**src/rtl/xlat_bypass_pkg.sv**
```systemverilog
package xlat_bypass_pkg;

  // Field positions inside a window register; the compare logic decodes these.
  localparam int WIN_W      = 32;
  localparam int EN_BIT     = 15;
  localparam int WP_BIT     = 2;
  localparam int MODE_HI    = 14;
  localparam int MODE_LO    = 13;
  localparam int BASE_HI    = 31;
  localparam int MASK_HI    = 23;

  typedef enum logic [1:0] {
    MODE_USER  = 2'd0,
    MODE_SUPER = 2'd1,
    MODE_ANYA  = 2'd2,
    MODE_ANYB  = 2'd3
  } winMode_t;

  // Strobes from the control decode to the datapath.
  typedef struct packed {
    logic selData;
    logic selInst;
    logic superMode;
    logic writeChk;
    logic badFc;
  } ctrlStrobe_t;

endpackage

```
**src/rtl/xlat_bypass_ctrl.sv**
```systemverilog
module xlat_bypass_ctrl
  import xlat_bypass_pkg::*;
#(
  parameter int FC_W = 3
) (
  input  logic [FC_W-1:0] fcode,
  input  logic            isWrite,
  input  logic            probe,
  output ctrlStrobe_t     strobe
);

  localparam int DATA_BIT  = 0;
  localparam int PROG_BIT  = 1;
  localparam int SUPER_BIT = 2;

  always_comb begin
    strobe.selData   = fcode[DATA_BIT];
    strobe.selInst   = !fcode[DATA_BIT] && fcode[PROG_BIT];
    strobe.superMode = fcode[SUPER_BIT];
    strobe.writeChk  = isWrite && !probe;
    strobe.badFc     = !fcode[DATA_BIT] && !fcode[PROG_BIT];
  end

endmodule

```
**src/rtl/xlat_bypass_cmp.sv**
```systemverilog
module xlat_bypass_cmp
  import xlat_bypass_pkg::*;
#(
  parameter int BASE_W = 8
) (
  input  logic [WIN_W-1:0]  winReg,
  input  logic [BASE_W-1:0] addrTop,
  input  logic              superMode,
  output logic              match,
  output logic              wpBit
);

  logic [BASE_W-1:0] baseField;
  logic [BASE_W-1:0] maskField;
  winMode_t          modeField;
  logic              modeOk;
  logic              addrOk;
  logic              unusedBits;

  assign baseField  = winReg[BASE_HI -: BASE_W];
  assign maskField  = winReg[MASK_HI -: BASE_W];
  assign modeField  = winMode_t'(winReg[MODE_HI:MODE_LO]);
  assign unusedBits = ^{winReg[MODE_LO-1:WP_BIT+1], winReg[WP_BIT-1:0]};

  always_comb begin
    unique case (modeField)
      MODE_USER:  modeOk = !superMode;
      MODE_SUPER: modeOk = superMode;
      default:    modeOk = 1'b1;
    endcase
  end

  assign addrOk = ((addrTop ^ baseField) & ~maskField) == '0;
  assign match  = winReg[EN_BIT] && modeOk && addrOk;
  assign wpBit  = winReg[WP_BIT];

endmodule

```
**src/rtl/xlat_bypass_dp.sv**
```systemverilog
module xlat_bypass_dp
  import xlat_bypass_pkg::*;
#(
  parameter int ADDR_W  = 32,
  parameter int NUM_WIN = 2,
  parameter int BASE_W  = 8
) (
  input  logic                          clk,
  input  logic                          rst,
  input  logic [ADDR_W-1:0]             laddr,
  input  ctrlStrobe_t                   strobe,
  input  logic [NUM_WIN-1:0][WIN_W-1:0] dataWin,
  input  logic [NUM_WIN-1:0][WIN_W-1:0] instWin,
  output logic                          hit,
  output logic [ADDR_W-1:0]             paddr,
  output logic                          busErr,
  output logic                          illegalFc
);

  logic [NUM_WIN-1:0] winMatch;
  logic [NUM_WIN-1:0] winWp;
  logic               anyHit;
  logic               selWp;

  for (genvar i = 0; i < NUM_WIN; i++) begin : g_win
    logic [WIN_W-1:0] chosen;
    assign chosen = strobe.selData ? dataWin[i] : instWin[i];

    xlat_bypass_cmp #(.BASE_W(BASE_W)) u_cmp (
      .winReg    (chosen),
      .addrTop   (laddr[ADDR_W-1 -: BASE_W]),
      .superMode (strobe.superMode),
      .match     (winMatch[i]),
      .wpBit     (winWp[i])
    );
  end

  // Lowest index wins: scan downward so the last assignment is the lowest match.
  always_comb begin
    anyHit = 1'b0;
    selWp  = 1'b0;
    for (int i = NUM_WIN - 1; i >= 0; i--) begin
      if (winMatch[i]) begin
        anyHit = 1'b1;
        selWp  = winWp[i];
      end
    end
    if (strobe.badFc) begin
      anyHit = 1'b0;
      selWp  = 1'b0;
    end
  end

  always_ff @(posedge clk) begin
    if (rst) begin
      hit       <= 1'b0;
      paddr     <= '0;
      busErr    <= 1'b0;
      illegalFc <= 1'b0;
    end else begin
      hit       <= anyHit;
      paddr     <= anyHit ? laddr : '0;
      busErr    <= anyHit && selWp && strobe.writeChk;
      illegalFc <= strobe.badFc;
    end
  end

endmodule

```
**src/rtl/xlat_bypass_top.sv**
```systemverilog
module xlat_bypass_top
  import xlat_bypass_pkg::*;
(
  input  logic        clk,
  input  logic        rst,
  input  logic [31:0] laddr,
  input  logic [2:0]  fcode,
  input  logic        isWrite,
  input  logic        probe,
  input  logic [31:0] dataWin0,
  input  logic [31:0] dataWin1,
  input  logic [31:0] instWin0,
  input  logic [31:0] instWin1,
  output logic        hit,
  output logic [31:0] paddr,
  output logic        busErr,
  output logic        illegalFc
);

  localparam int ADDR_W  = 32;
  localparam int FC_W    = 3;
  localparam int NUM_WIN = 2;
  localparam int BASE_W  = 8;

  ctrlStrobe_t                   strobe;
  logic [NUM_WIN-1:0][WIN_W-1:0] dataSet;
  logic [NUM_WIN-1:0][WIN_W-1:0] instSet;

  assign dataSet = {dataWin1, dataWin0};
  assign instSet = {instWin1, instWin0};

  xlat_bypass_ctrl #(.FC_W(FC_W)) u_ctrl (
    .fcode   (fcode),
    .isWrite (isWrite),
    .probe   (probe),
    .strobe  (strobe)
  );

  xlat_bypass_dp #(
    .ADDR_W  (ADDR_W),
    .NUM_WIN (NUM_WIN),
    .BASE_W  (BASE_W)
  ) u_dp (
    .clk       (clk),
    .rst       (rst),
    .laddr     (laddr),
    .strobe    (strobe),
    .dataWin   (dataSet),
    .instWin   (instSet),
    .hit       (hit),
    .paddr     (paddr),
    .busErr    (busErr),
    .illegalFc (illegalFc)
  );

endmodule

```
**config.mk**
```make
export PLATFORM = sky130hd
export DESIGN_NAME = xlat_bypass_top
export DESIGN_NICKNAME = d
export VERILOG_FILES = /design/src/rtl/xlat_bypass_pkg.sv /design/src/rtl/xlat_bypass_ctrl.sv /design/src/rtl/xlat_bypass_cmp.sv /design/src/rtl/xlat_bypass_dp.sv /design/src/rtl/xlat_bypass_top.sv
export SDC_FILE = /design/constraint.sdc
export NUM_CORES = 1
export LEC_CHECK = 0
export BUFFER_PORTS_ARGS = -buffer_cell sky130_fd_sc_hd__buf_2
export CAP_MARGIN = 20
export CELL_PAD_IN_SITES_DETAIL_PLACEMENT = 1
export CELL_PAD_IN_SITES_GLOBAL_PLACEMENT = 1
export CORE_MARGIN = 3
export CORE_UTILIZATION = 21
export CTS_BUF_LIST = sky130_fd_sc_hd__clkbuf_16
export CTS_CLUSTER_DIAMETER = 150
export DETAILED_ROUTE_END_ITERATION = 12
export PLACE_DENSITY = 0.92
export SLEW_MARGIN = 40
export SYNTH_ARGS = -nofsm -noshare
export SYNTH_HDL_FRONTEND = slang
export SYNTH_SLANG_ARGS = --single-unit
```
**constraint.sdc**
```tcl
create_clock -name clk -period 2 [get_ports clk]
set_input_delay 0.2 -clock clk [delete_from_list [all_inputs] [get_ports clk]]
set_output_delay 0.2 -clock clk [all_outputs]
set_load 0.1 [all_outputs]
```
### Word-level counts from Yosys, hierarchy flattened

Cells that the tools add are included.
W data, S select, Z words.

* bits of input ports: 167
* register bits after elaboration: 35
* memories: 0
* output and inout bits: 35
* memory bits (read-only): 0
* word-level logic and storage cells: 40
* latch bits: 0
* memory bits (writable): 0

* add/sub/neg operators: 0
* magnitude comparators: 0
* eq/ne operators: 2
* div/mod/pow operators: 0
* mux-type cells: 10
* multipliers: 0
* bitwise gates (word level): 7
* reductions and logical operators: 17
* shifts and indexed selects: 0

Operators with widths (count)
* $mux W32: 2
* $and A8 B8 Y8: 2
* $logic_not A8 Y1: 2
* $not A8 Y8: 2
* $xor A8 B8 Y8: 2
* $logic_and A1 B1 Y1: 8
* $mux W1: 6
* $eq A2 B1 Y1 const B: 2
* $logic_not A1 Y1: 4
* $logic_not A2 Y1: 2
* $pmux W1 S2: 2
* $reduce_or A2 Y1: 1
* $not A1 Y1: 1

### Logic depth before layout (Yosys ltp)

Gate-level depths: netlist (run 1).

* word-level depth: 10
* mapped depth: 8
* gate-level depth less buffers: 6

### By module

Synthesis (run 1) repeated with hierarchy kept, for this count alone.

* cells, all modules: 189
* area, all modules: 2436.1 sq um

By module, submodules not included
* xlat_bypass_dp: times used 1, cells each 150, area each 2132.0 sq um
* xlat_bypass_cmp: times used 2, cells each 17, area each 132.6 sq um
* xlat_bypass_ctrl: times used 1, cells each 5, area each 38.8 sq um

### Worst setup path after synthesis (run 1)

OpenSTA, ideal clock, no wires.

* path kind: input port to flip-flop
* from: input port laddr[29]
* to: register u_dp.busErr
* data arrival time: 1.330 ns
* stages: 7
* slack: 0.549 ns
* cell sequence: buf_6 xnor2_1 o22ai_1 nor4_1 mux2_4 nand2_2 mux2_4

* word-level cells in the longest chain between the ends: 9
* elaborated cells on any way between the ends: 16
* those cells by class: mux (6); bitwise (4); reduce/logical (6)

Ends and longest elaborated chain
* from (decl): RTL line xlat_bypass_top.sv:6 `input logic [31:0] laddr,`
* $xor A8 B8 Y8: RTL line xlat_bypass_cmp.sv:33 `assign addrOk = ((addrTop ^ baseField) & ~maskField) == '0;`
* $and A8 B8 Y8: RTL line xlat_bypass_cmp.sv:33
* $logic_not A8 Y1: RTL line xlat_bypass_cmp.sv:33
* $logic_and A1 B1 Y1: RTL line xlat_bypass_cmp.sv:34 `assign match = winReg[EN_BIT] && modeOk && addrOk;`
* $mux W1 (2 in a row): RTL line xlat_bypass_dp.sv:43 `if (winMatch[i]) begin`
* $mux W1: RTL line xlat_bypass_dp.sv:48 `if (strobe.badFc) begin`
* $logic_and A1 B1 Y1 (*) (2 in a row): RTL line xlat_bypass_dp.sv:63 `busErr <= anyHit && selWp && strobe.writeChk;`
* to (signal assigned): RTL line xlat_bypass_dp.sv:63
* to (decl): RTL line xlat_bypass_dp.sv:16 `output logic busErr,`

Mark *: on every way between the ends. The rest lies on a longest branch, timed or not.
A chain may end at the register's enable or synchronous reset.

### Final worst setup path (run 1)

* from: input port laddr[31]
* to: register u_dp.paddr[30]

* word-level cells in the longest chain between the ends: 9
* elaborated cells on any way between the ends: 13
* those cells by class: mux (3); bitwise (5); reduce/logical (5)

Ends and longest elaborated chain
* $xor A8 B8 Y8: RTL line xlat_bypass_cmp.sv:33
* $and A8 B8 Y8: RTL line xlat_bypass_cmp.sv:33
* $logic_not A8 Y1: RTL line xlat_bypass_cmp.sv:33
* $logic_and A1 B1 Y1: RTL line xlat_bypass_cmp.sv:34
* $mux W1: RTL line xlat_bypass_dp.sv:43
* $mux W1 (*): RTL line xlat_bypass_dp.sv:43
* $mux W1 (*): RTL line xlat_bypass_dp.sv:48
* $not A1 Y1 (no source line) (*)
* $reduce_or A2 Y1 (no source line) (*)
* to (signal assigned): RTL line xlat_bypass_dp.sv:62 `paddr <= anyHit ? laddr : '0;`
* to (decl): RTL line xlat_bypass_dp.sv:15 `output logic [ADDR_W-1:0] paddr,`

Marked as above.

==> results_dict.tcl, run 1 <==
set metrics [dict create \
    status "completed" \
    start_util 0.219 \
    internal_power_mw 1.36 \
    timing.fmax_mhz 666 \
    worst_max_slew_margin_expressed_relative_to_the_limit 0.668 \
    global_route.overflow_total 0 \
    grt_pass1_wl_um 9070 \
    htreeDepth 2 \
    clk_pin_slew_worst_paths_ps 50 \
    globalRouteMet2Util 0.260 \
    post-route-min-period_ps 1500 \
    drt_wl_total_um 6210 \
    first_iter_violations 18 \
    grt_pass1_vias 2012 \
    gr_usage_total 0.131 \
    start_point_of_the_worst_hold_path "fcode[1]" \
    worst-endpoint-arrival_ps 1660 \
    layout_worst_path_cycle_share 0.751 \
    post_cts.repair.setup_buffers 0 \
    cts_sinks 35 \
    hold_class "in2reg" \
    multi_input_comb_area_um2 866 \
    final-setup-viol-count 0 \
    num_antenna_cells 0 \
    io_pins 202 \
    clockBufferDepth 2 \
    design.die.area_um2 9240 \
    dpl.hpwl_um 5500 \
    min_path_cells 2 \
    timing.critical_path.required_ps 2160 \
    p_leak_nw 1.28 \
    detailedRoute.firstPassIterationCount 4 \
    sw_frac_of_total 0.287 \
    regArea_um2 701 \
    final_net_count 510 \
    tritoncts_clock_tree "built" \
    seq_power_share 0.376 \
    die_w_um 96.2 \
    cp-start-kind "input port" \
    drive_gt1_frac 0.506 \
    weighted_congestion_at_the_end_of_routability_driven_global_placement 0.854 \
    global_route.peak_usage_layer "met2" \
    dr_total_vias 1905 \
    cts-resized-gates 0 \
    design.core.area_um2 7810 \
    cts.hold.buffers_added 0 \
    timing.hold.worst_endpoint "u_dp.illegalFc" \
    area_growth_pct 54.6 \
    finalHoldViolations 0 \
    max_cap_viol_count 0 \
    synthesis.area_per_instance_um2 8.80 \
    fp-row-count 32 \
    yosys_register_bits 35 \
    root_buffer "sky130_fd_sc_hd__clkbuf_16" \
    timing.final.max_slew_violations 0 \
    die-height_um 96.2 \
    syn-cell-area_um2 1710 \
    synth.yosys.seq_area_share 0.411 \
    yosysWarnings 0 \
    pin_slew_with_the_least_headroom_to_its_limit_ps 501 \
    routed_wire_length_per_instance_um 13.9 \
    vdd.ir_drop.worst_mv 0.378 \
    drcViolationCount 0 \
    cell_count_after_placement 438 \
    initial_antenna_violation_count 0 \
    netlist_cell_types 23 \
    netlist_instances 194 \
    net-switching-power_mw 0.548 \
    rsz0062_at_grt "false" \
    timing.critical_path.fanout_max 14 \
    antenna_left 0 \
    postSynthNetCount 361 \
    grt.met3_usage 0.0422 \
    worstSetupEndpointType "flip-flop" \
    grt_start_max_net_pins 27 \
    cellPowerDensity_nw_per_um2 723 \
    met1_usage 0.119 \
    fillCellCount 998 \
    via_per_inst 4.27 \
    setup_tns_ps 0 \
    num_cts_buffers 5 \
    place.port_buffers 153 \
    clockPowerShare 0.374 \
    layout.cells.non_filler 446 \
    worst-setup-path-type "in2reg" \
    share_comb_of_total_power 0.251 \
]
==> synth_stat cells, drive strengths merged <==
master	count	area share
buf	13	0.077
a22o	1	0.0051
mux2i	2	0.012
o31ai	1	0.0073
nor4	1	0.0037
o21ai	2	0.0059
o22ai	16	0.059
nor3	4	0.012
nand3b	1	0.0044
nor2	38	0.087
nor3b	1	0.0044
nor2b	2	0.0073
dfxtp	35	0.41
mux2	2	0.018
a21oi	1	0.0095
xnor2	36	0.19
nand2	33	0.074
o211ai	2	0.0088
clkbuf	3	0.0066
==> cells by family (layout without fill, tap and decap cells) <==
kind of cell,Yosys count,count (layout),share of synthesized area
buf+inv,16,166,0.0836
flops,35,35,0.411
simple gates,80,80,0.192
compound gates,23,23,0.0953
xor+xnor,36,36,0.189
mux,4,4,0.0293
==> power by group through the flow <==
stage	logic (mW)	clock network, mW	registers (mW)
global placement	0.475	0	0.731
finish	0.478	0.713	0.717
detailed placement	0.486	0	0.732
CTS	0.487	0.743	0.717
global route	0.520	0.780	0.718
floorplan	0.206	0	0.844
==> per-stage QoR <==
stage                     area (um2)  power [mW]  hold slack [ps]  setup WS [ps]   util
after floorplan                 1710        1.05              271            549      -
after CTS                       2640        1.95              107            463  0.338
final                           2640        1.91              115            498  0.338
after global placement          2500        1.21              383            208  0.320
after global routing            2640        2.02              123            417  0.338
after detailed placement        2500        1.22              389            175  0.320
==> critical path, stage by stage <==
cell,delay (ps)
sky130_fd_sc_hd__buf_2,150
sky130_fd_sc_hd__xnor2_1,150
sky130_fd_sc_hd__o22ai_1,260
sky130_fd_sc_hd__nor2_1,100
sky130_fd_sc_hd__mux2_4,300
sky130_fd_sc_hd__a21oi_4,180
sky130_fd_sc_hd__buf_4,230
sky130_fd_sc_hd__nor2_1,70
==> sequential cells by signal, indices dropped and copies added, names as in the netlist <==
register	flops
u_dp.paddr	32
u_dp.busErr	1
u_dp.illegalFc	1
u_dp.hit	1
==> layer usage <==
| layer | wire, um | vias up |
|---|---|---|
| met2 | 3190 | 127 |
| met1 | 2140 | 842 |
| met5 | 0 | - |
| met4 | 189 | 0 |
| li1 | - | 923 |
| met3 | 690 | 13 |
==> worst max-delay path by stage <==
stage | startpoint | endpoint | slack, ps | cells past startpoint
after floorplan | laddr[29] | u_dp.busErr | 550 | 7
after global placement | laddr[26] | u_dp.paddr[24] | 210 | 8
after detailed placement | laddr[31] | u_dp.paddr[22] | 170 | 8
after CTS | laddr[31] | u_dp.paddr[30] | 460 | 8
after global routing | laddr[31] | u_dp.paddr[27] | 420 | 8
final | laddr[31] | u_dp.paddr[30] | 500 | 8
==> placed cells by master (no fill, tap or decap), types with 3 or more instances in the layout <==
cell type,instances
sky130_fd_sc_hd__buf_2,153
sky130_fd_sc_hd__nor3_1,4
sky130_fd_sc_hd__dfxtp_1,35
sky130_fd_sc_hd__nor2_1,35
sky130_fd_sc_hd__nor2_2,3
sky130_fd_sc_hd__buf_4,5
sky130_fd_sc_hd__nand2_1,32
sky130_fd_sc_hd__o22ai_1,16
sky130_fd_sc_hd__clkbuf_16,5
sky130_fd_sc_hd__xnor2_1,35
==> final cells by class <==
type                       count  share of cell area
timing repair buffer         158               0.304
sequential                    35               0.266
clock buffer                   5              0.0474
clock inverter                 3             0.00616
multi-input combinational    143               0.328
tap                          102              0.0484
Note: power is estimated with default switching activity, not from simulation.
==> run 2, diff against run 1 <==
- CORE_UTILIZATION: 21 -> 19
- PLACE_DENSITY: 0.92 -> 0.88
- clock period: 2 -> 1.22 ns (I/O delays scaled with it)
==> results_dict.tcl, run 2 (same netlist as run 1, synthesis figures left out) <==
set metrics [dict create \
    most-common-layout-cells "sky130_fd_sc_hd__buf_2, sky130_fd_sc_hd__nor2_1, sky130_fd_sc_hd__dfxtp_1" \
    htreeDepth 2 \
    via_per_inst 4.24 \
    timing.critical_path.fanout_max 16 \
    fin_ws_ps -67.6 \
    post-route-min-period_ps 1290 \
    drive_gt1_frac 0.592 \
    timing.critical_path.required_ps 1390 \
    design.die.area_um2 10200 \
    timing.final.max_slew_violations 0 \
    seq_power_share 0.357 \
    net-switching-power_mw 0.962 \
    antenna_left 0 \
    weighted_congestion_at_the_end_of_routability_driven_global_placement 0.804 \
    clk_pin_slew_worst_paths_ps 50 \
    worst-endpoint-arrival_ps 1450 \
    internal_power_mw 2.33 \
    final-setup-viol-count 34 \
    largest_register "u_dp.paddr" \
    placedInstanceArea_um2 2580 \
    setup_tns_ps -1900 \
    tritoncts_clock_tree "built" \
    first_iter_violations 23 \
    routed_wire_length_per_instance_um 16.0 \
    hold_class "in2reg" \
    fillCellCount 1031 \
    placement.setup.worst_slack_ps -446 \
    min_path_cells 2 \
    initial_antenna_violation_count 0 \
    cellPowerDensity_nw_per_um2 1100 \
    drt_wl_total_um 7350 \
    die-height_um 101 \
    worstSetupEndpointType "flip-flop" \
    place.port_buffers 153 \
    grt_start_max_net_pins 34 \
    final_net_count 519 \
    dr_total_vias 1941 \
    worst-setup-path-type "in2reg" \
    grt_pass1_wl_um 10900 \
    start_util 0.202 \
    violations "negative setup slack" \
    multi_input_comb_area_um2 1050 \
    design.core.area_um2 8460 \
    area_growth_pct 74.9 \
    global_route.overflow_total 0 \
    drcViolationCount 0 \
    dpl.hpwl_um 5870 \
    clockBufferDepth 2 \
    timing.fmax_mhz 777 \
    share_comb_of_total_power 0.288 \
    post-route-util 0.353 \
    grt_pass1_vias 2273 \
    status "finished, violations left" \
    max_reg_flops 32 \
    sw_frac_of_total 0.293 \
    rsz0062_at_grt "true" \
    detailedRoute.firstPassIterationCount 4 \
    final_common_cell "sky130_fd_sc_hd__buf_2" \
    clockPowerShare 0.355 \
    regArea_um2 701 \
    cp-start-kind "input port" \
    finish.instance_area_um2 2980 \
    vdd.ir_drop.worst_mv 0.585 \
    p_leak_nw 1.48 \
    die_w_um 101 \
    pin_slew_with_the_least_headroom_to_its_limit_ps 505 \
    cts_sinks 35 \
    num_antenna_cells 0 \
    worst_max_slew_margin_expressed_relative_to_the_limit 0.665 \
    num_cts_buffers 5 \
    max_cap_viol_count 0 \
    total_power_mw 3.29 \
    finalHoldViolations 0 \
    root_buffer "sky130_fd_sc_hd__clkbuf_16" \
    gr_usage_total 0.140 \
    layout_worst_path_cycle_share 1.06 \
    io_pins 202 \
    fp-row-count 33 \
]
-- run 2: cell types whose count changed in the layout (fill, tap and decap cells not counted), moves of 8 or more --
cell / previous run / this run
sky130_fd_sc_hd__xnor2_1: 35 / 21
sky130_fd_sc_hd__buf_6: 0 / 8
sky130_fd_sc_hd__xnor2_2: 1 / 15
sky130_fd_sc_hd__buf_2: 153 / 144
sky130_fd_sc_hd__o22ai_1: 16 / 7
sky130_fd_sc_hd__o22ai_2: 0 / 9
-- run 2: cell type report --
| cell class | instances | area share |
|---|---|---|
| Tap cell | 105 | 0.0440 |
| Timing Repair Buffer | 167 | 0.324 |
| Multi-Input combinational cell | 143 | 0.351 |
| Clock inverter | 3 | 0.00419 |
| Sequential cell | 35 | 0.235 |
| Clock buffer | 5 | 0.0419 |
-- run 2: what timing repair did --
item / CTS / global route
setup endpoints to repair: 34 / 34
buffers inserted: 0 / 1
pin swaps: 5 / 1
gates resized for setup: 32 / 13
gates cloned: 0 / 1
hold buffers: 0 / 0
-- run 2: metal layers --
metal  up-vias  part of all wire  GRT usage
li1        942                 -          -
met1       914              0.37      0.144
met2        71              0.55      0.274
met3        14             0.060     0.0388
met4         0             0.020     0.0342
met5         -                 0          0
-- run 2: final timing paths --
check	start	end	slack (ps)
setup / recovery	laddr[25]	u_dp.paddr[27]	-70
hold / removal	fcode[1]	u_dp.illegalFc	40
-- run 2: stage by stage --
step | instances | hold slack, ps
after floorplan | 194 | 193
final | 458 | 40.9
after global routing | 458 | 54.7
after detailed placement | 448 | 314
after CTS | 456 | 29.7
after global placement | 448 | 305
-- run 2: power by group through the flow --
stage          clock network [mW]  logic [mW]  registers (mW)
3_3_place_gp                    0       0.807            1.20
6_report                     1.17       0.946            1.18
4_1_cts                      1.21       0.895            1.18
2_1_floorplan                   0       0.346            1.38
3_5_place_dp                    0       0.826            1.20
5_1_grt                      1.28        1.02            1.18
-- run 2: worst max-delay path, cell delays in order --
cell and delay, ps:
sky130_fd_sc_hd__buf_12 120, sky130_fd_sc_hd__xnor2_2 130, sky130_fd_sc_hd__o211ai_1 220, sky130_fd_sc_hd__nor3_2 90
sky130_fd_sc_hd__a22o_1 300, sky130_fd_sc_hd__a21oi_4 210, sky130_fd_sc_hd__clkbuf_16 210, sky130_fd_sc_hd__nor2_1 40
==> run 3, diff against run 2 <==
- CTS_BUF_LIST: sky130_fd_sc_hd__clkbuf_16 -> sky130_fd_sc_hd__clkbuf_8
- clock period: 1.22 -> 1.1 ns (I/O delays scaled with it)
==> results_dict.tcl, run 3 (same netlist as run 1, synthesis figures left out) <==
set metrics [dict create \
    final_net_count 518 \
    rsz0062_at_grt "true" \
    place.port_buffers 153 \
    max_reg_flops 32 \
    gr_usage_total 0.141 \
    max_cap_viol_count 0 \
    fin_ws_ps -128 \
    grt_pass1_vias 2203 \
    worstSetupEndpointType "flip-flop" \
    dr_total_vias 1953 \
    fp-row-count 33 \
    grt_start_max_net_pins 34 \
    pin_slew_with_the_least_headroom_to_its_limit_ps 344 \
    start_util 0.202 \
    status "finished, violations left" \
    initial_antenna_violation_count 0 \
    regArea_um2 701 \
    drt_wl_total_um 7590 \
    post_cts.repair.setup_buffers 0 \
    tritoncts_clock_tree "built" \
    sw_frac_of_total 0.298 \
    num_cts_buffers 5 \
    post-route-min-period_ps 1230 \
    worst-endpoint-arrival_ps 1410 \
    hold-worst-slack_ps 38.0 \
    cell_count_after_placement 447 \
    clk_pin_slew_worst_paths_ps 70 \
    dpl.hpwl_um 6190 \
    cp-start-kind "input port" \
    timing.final.max_slew_violations 0 \
    fillCellCount 984 \
    io_pins 202 \
    die-height_um 101 \
    detailedRoute.firstPassIterationCount 6 \
    root_buffer "sky130_fd_sc_hd__clkbuf_8" \
    internal_power_mw 2.49 \
    antenna_left 0 \
    timing.critical_path.fanout_max 16 \
    design.core.area_um2 8460 \
    num_antenna_cells 0 \
    area_growth_pct 102 \
    worst-setup-path-type "in2reg" \
    cts_sinks 35 \
    largest_register "u_dp.paddr" \
    worst_max_slew_margin_expressed_relative_to_the_limit 0.771 \
    via_per_inst 4.28 \
    timing.critical_path.required_ps 1280 \
    hold_class "in2reg" \
    share_comb_of_total_power 0.317 \
    design.die.area_um2 10200 \
    global_route.overflow_total 0 \
    drcViolationCount 0 \
    finalHoldViolations 0 \
    placedInstanceArea_um2 3100 \
    timing.fmax_mhz 814 \
    layout.cells.non_filler 456 \
    cellPowerDensity_nw_per_um2 1030 \
    finish.instance_area_um2 3450 \
    die_w_um 101 \
    routed_wire_length_per_instance_um 16.6 \
    clockPowerShare 0.311 \
    weighted_congestion_at_the_end_of_routability_driven_global_placement 0.857 \
    most-common-layout-cells "sky130_fd_sc_hd__buf_2, sky130_fd_sc_hd__buf_12, sky130_fd_sc_hd__nor2_1, sky130_fd_sc_hd__dfxtp_1, sky130_fd_sc_hd__nand2_1" \
    p_leak_nw 1.53 \
    final-setup-viol-count 34 \
    layout_worst_path_cycle_share 1.12 \
    final_common_cell "sky130_fd_sc_hd__buf_2" \
    multi_input_comb_area_um2 1030 \
    seq_power_share 0.372 \
    net-switching-power_mw 1.06 \
    vdd.ir_drop.worst_mv 0.631 \
    drive_gt1_frac 0.578 \
    first_iter_violations 30 \
    violations "negative setup slack" \
    grt_pass1_wl_um 10900 \
    htreeDepth 2 \
    clockBufferDepth 2 \
]
==> run 3: changes by cell type in the layout (fill, tap and decap cells not counted), sizes merged <==
| cell | previous run | this run |
|---|---|---|
| dlygate4sd3 | 0 | 1 |
| clkinv | 1 | 0 |
| inv | 2 | 1 |
| bufinv | 0 | 1 |
| buf | 166 | 164 |
==> run 3: timing repair <==
item	in CTS	in global routing
pin swaps	4	9
hold buffers	1	0
gates cloned	0	1
endpoints found under the setup margin	34	34
endpoints found under the hold margin	1	0
resized for setup	21	22
==> run 3: area by class of cell <==
class                      count  area share
clock inverter                 2     0.00980
timing repair buffer         166       0.430
multi-input combinational    143       0.299
tap                          105      0.0381
clock buffer                   5      0.0200
sequential                    35       0.203
==> run 3: metal layers <==
| metal | up-vias | global-route usage | part of all wire |
|---|---|---|---|
| li1 | 937 | - | - |
| met1 | 918 | 0.151 | 0.36 |
| met2 | 79 | 0.264 | 0.56 |
| met3 | 19 | 0.0346 | 0.060 |
| met4 | 0 | 0.0518 | 0.025 |
| met5 | - | 0 | 0 |
==> run 3: worst max-delay path: stages <==
cell and delay (ps):
sky130_fd_sc_hd__buf_12 120, sky130_fd_sc_hd__xnor2_2 120, sky130_fd_sc_hd__o211ai_1 220, sky130_fd_sc_hd__nor3_2 80
sky130_fd_sc_hd__a22o_2 310, sky130_fd_sc_hd__a21oi_4 190, sky130_fd_sc_hd__clkbuf_16 210, sky130_fd_sc_hd__nor2_1 50
==> run 3: path summary, 6_finish.rpt <==
| kind | to | slack (ps) | cells past startpoint | startpoint |
|---|---|---|---|---|
| worst max-delay path | u_dp.paddr[25] | -130 | 8 | laddr[25] |
| worst min-delay path | u_dp.paddr[1] | 40 | 3 | laddr[1] |
==> run 3: power by group through the flow <==
stage          clock network (mW)  registers, mW  logic, mW
2_1_floorplan                   0           1.53      0.383
3_3_place_gp                    0           1.35      0.983
3_5_place_dp                    0           1.35       1.00
4_1_cts                      1.15           1.32       1.05
5_1_grt                      1.22           1.32       1.20
6_report                     1.11           1.32       1.12
==> run 3: per-stage QoR <==
step / setup TNS, ps / worst slack [ps] / total power [mW] / util
4_1_cts: -3330 / -120 / 3.52 / 0.390
5_1_grt: -5510 / -175 / 3.74 / 0.407
6_report: -3800 / -128 / 3.55 / 0.407
2_1_floorplan: -7570 / -243 / 1.92 / -
3_3_place_gp: -15540 / -517 / 2.33 / 0.366
3_5_place_dp: -15910 / -542 / 2.35 / 0.366
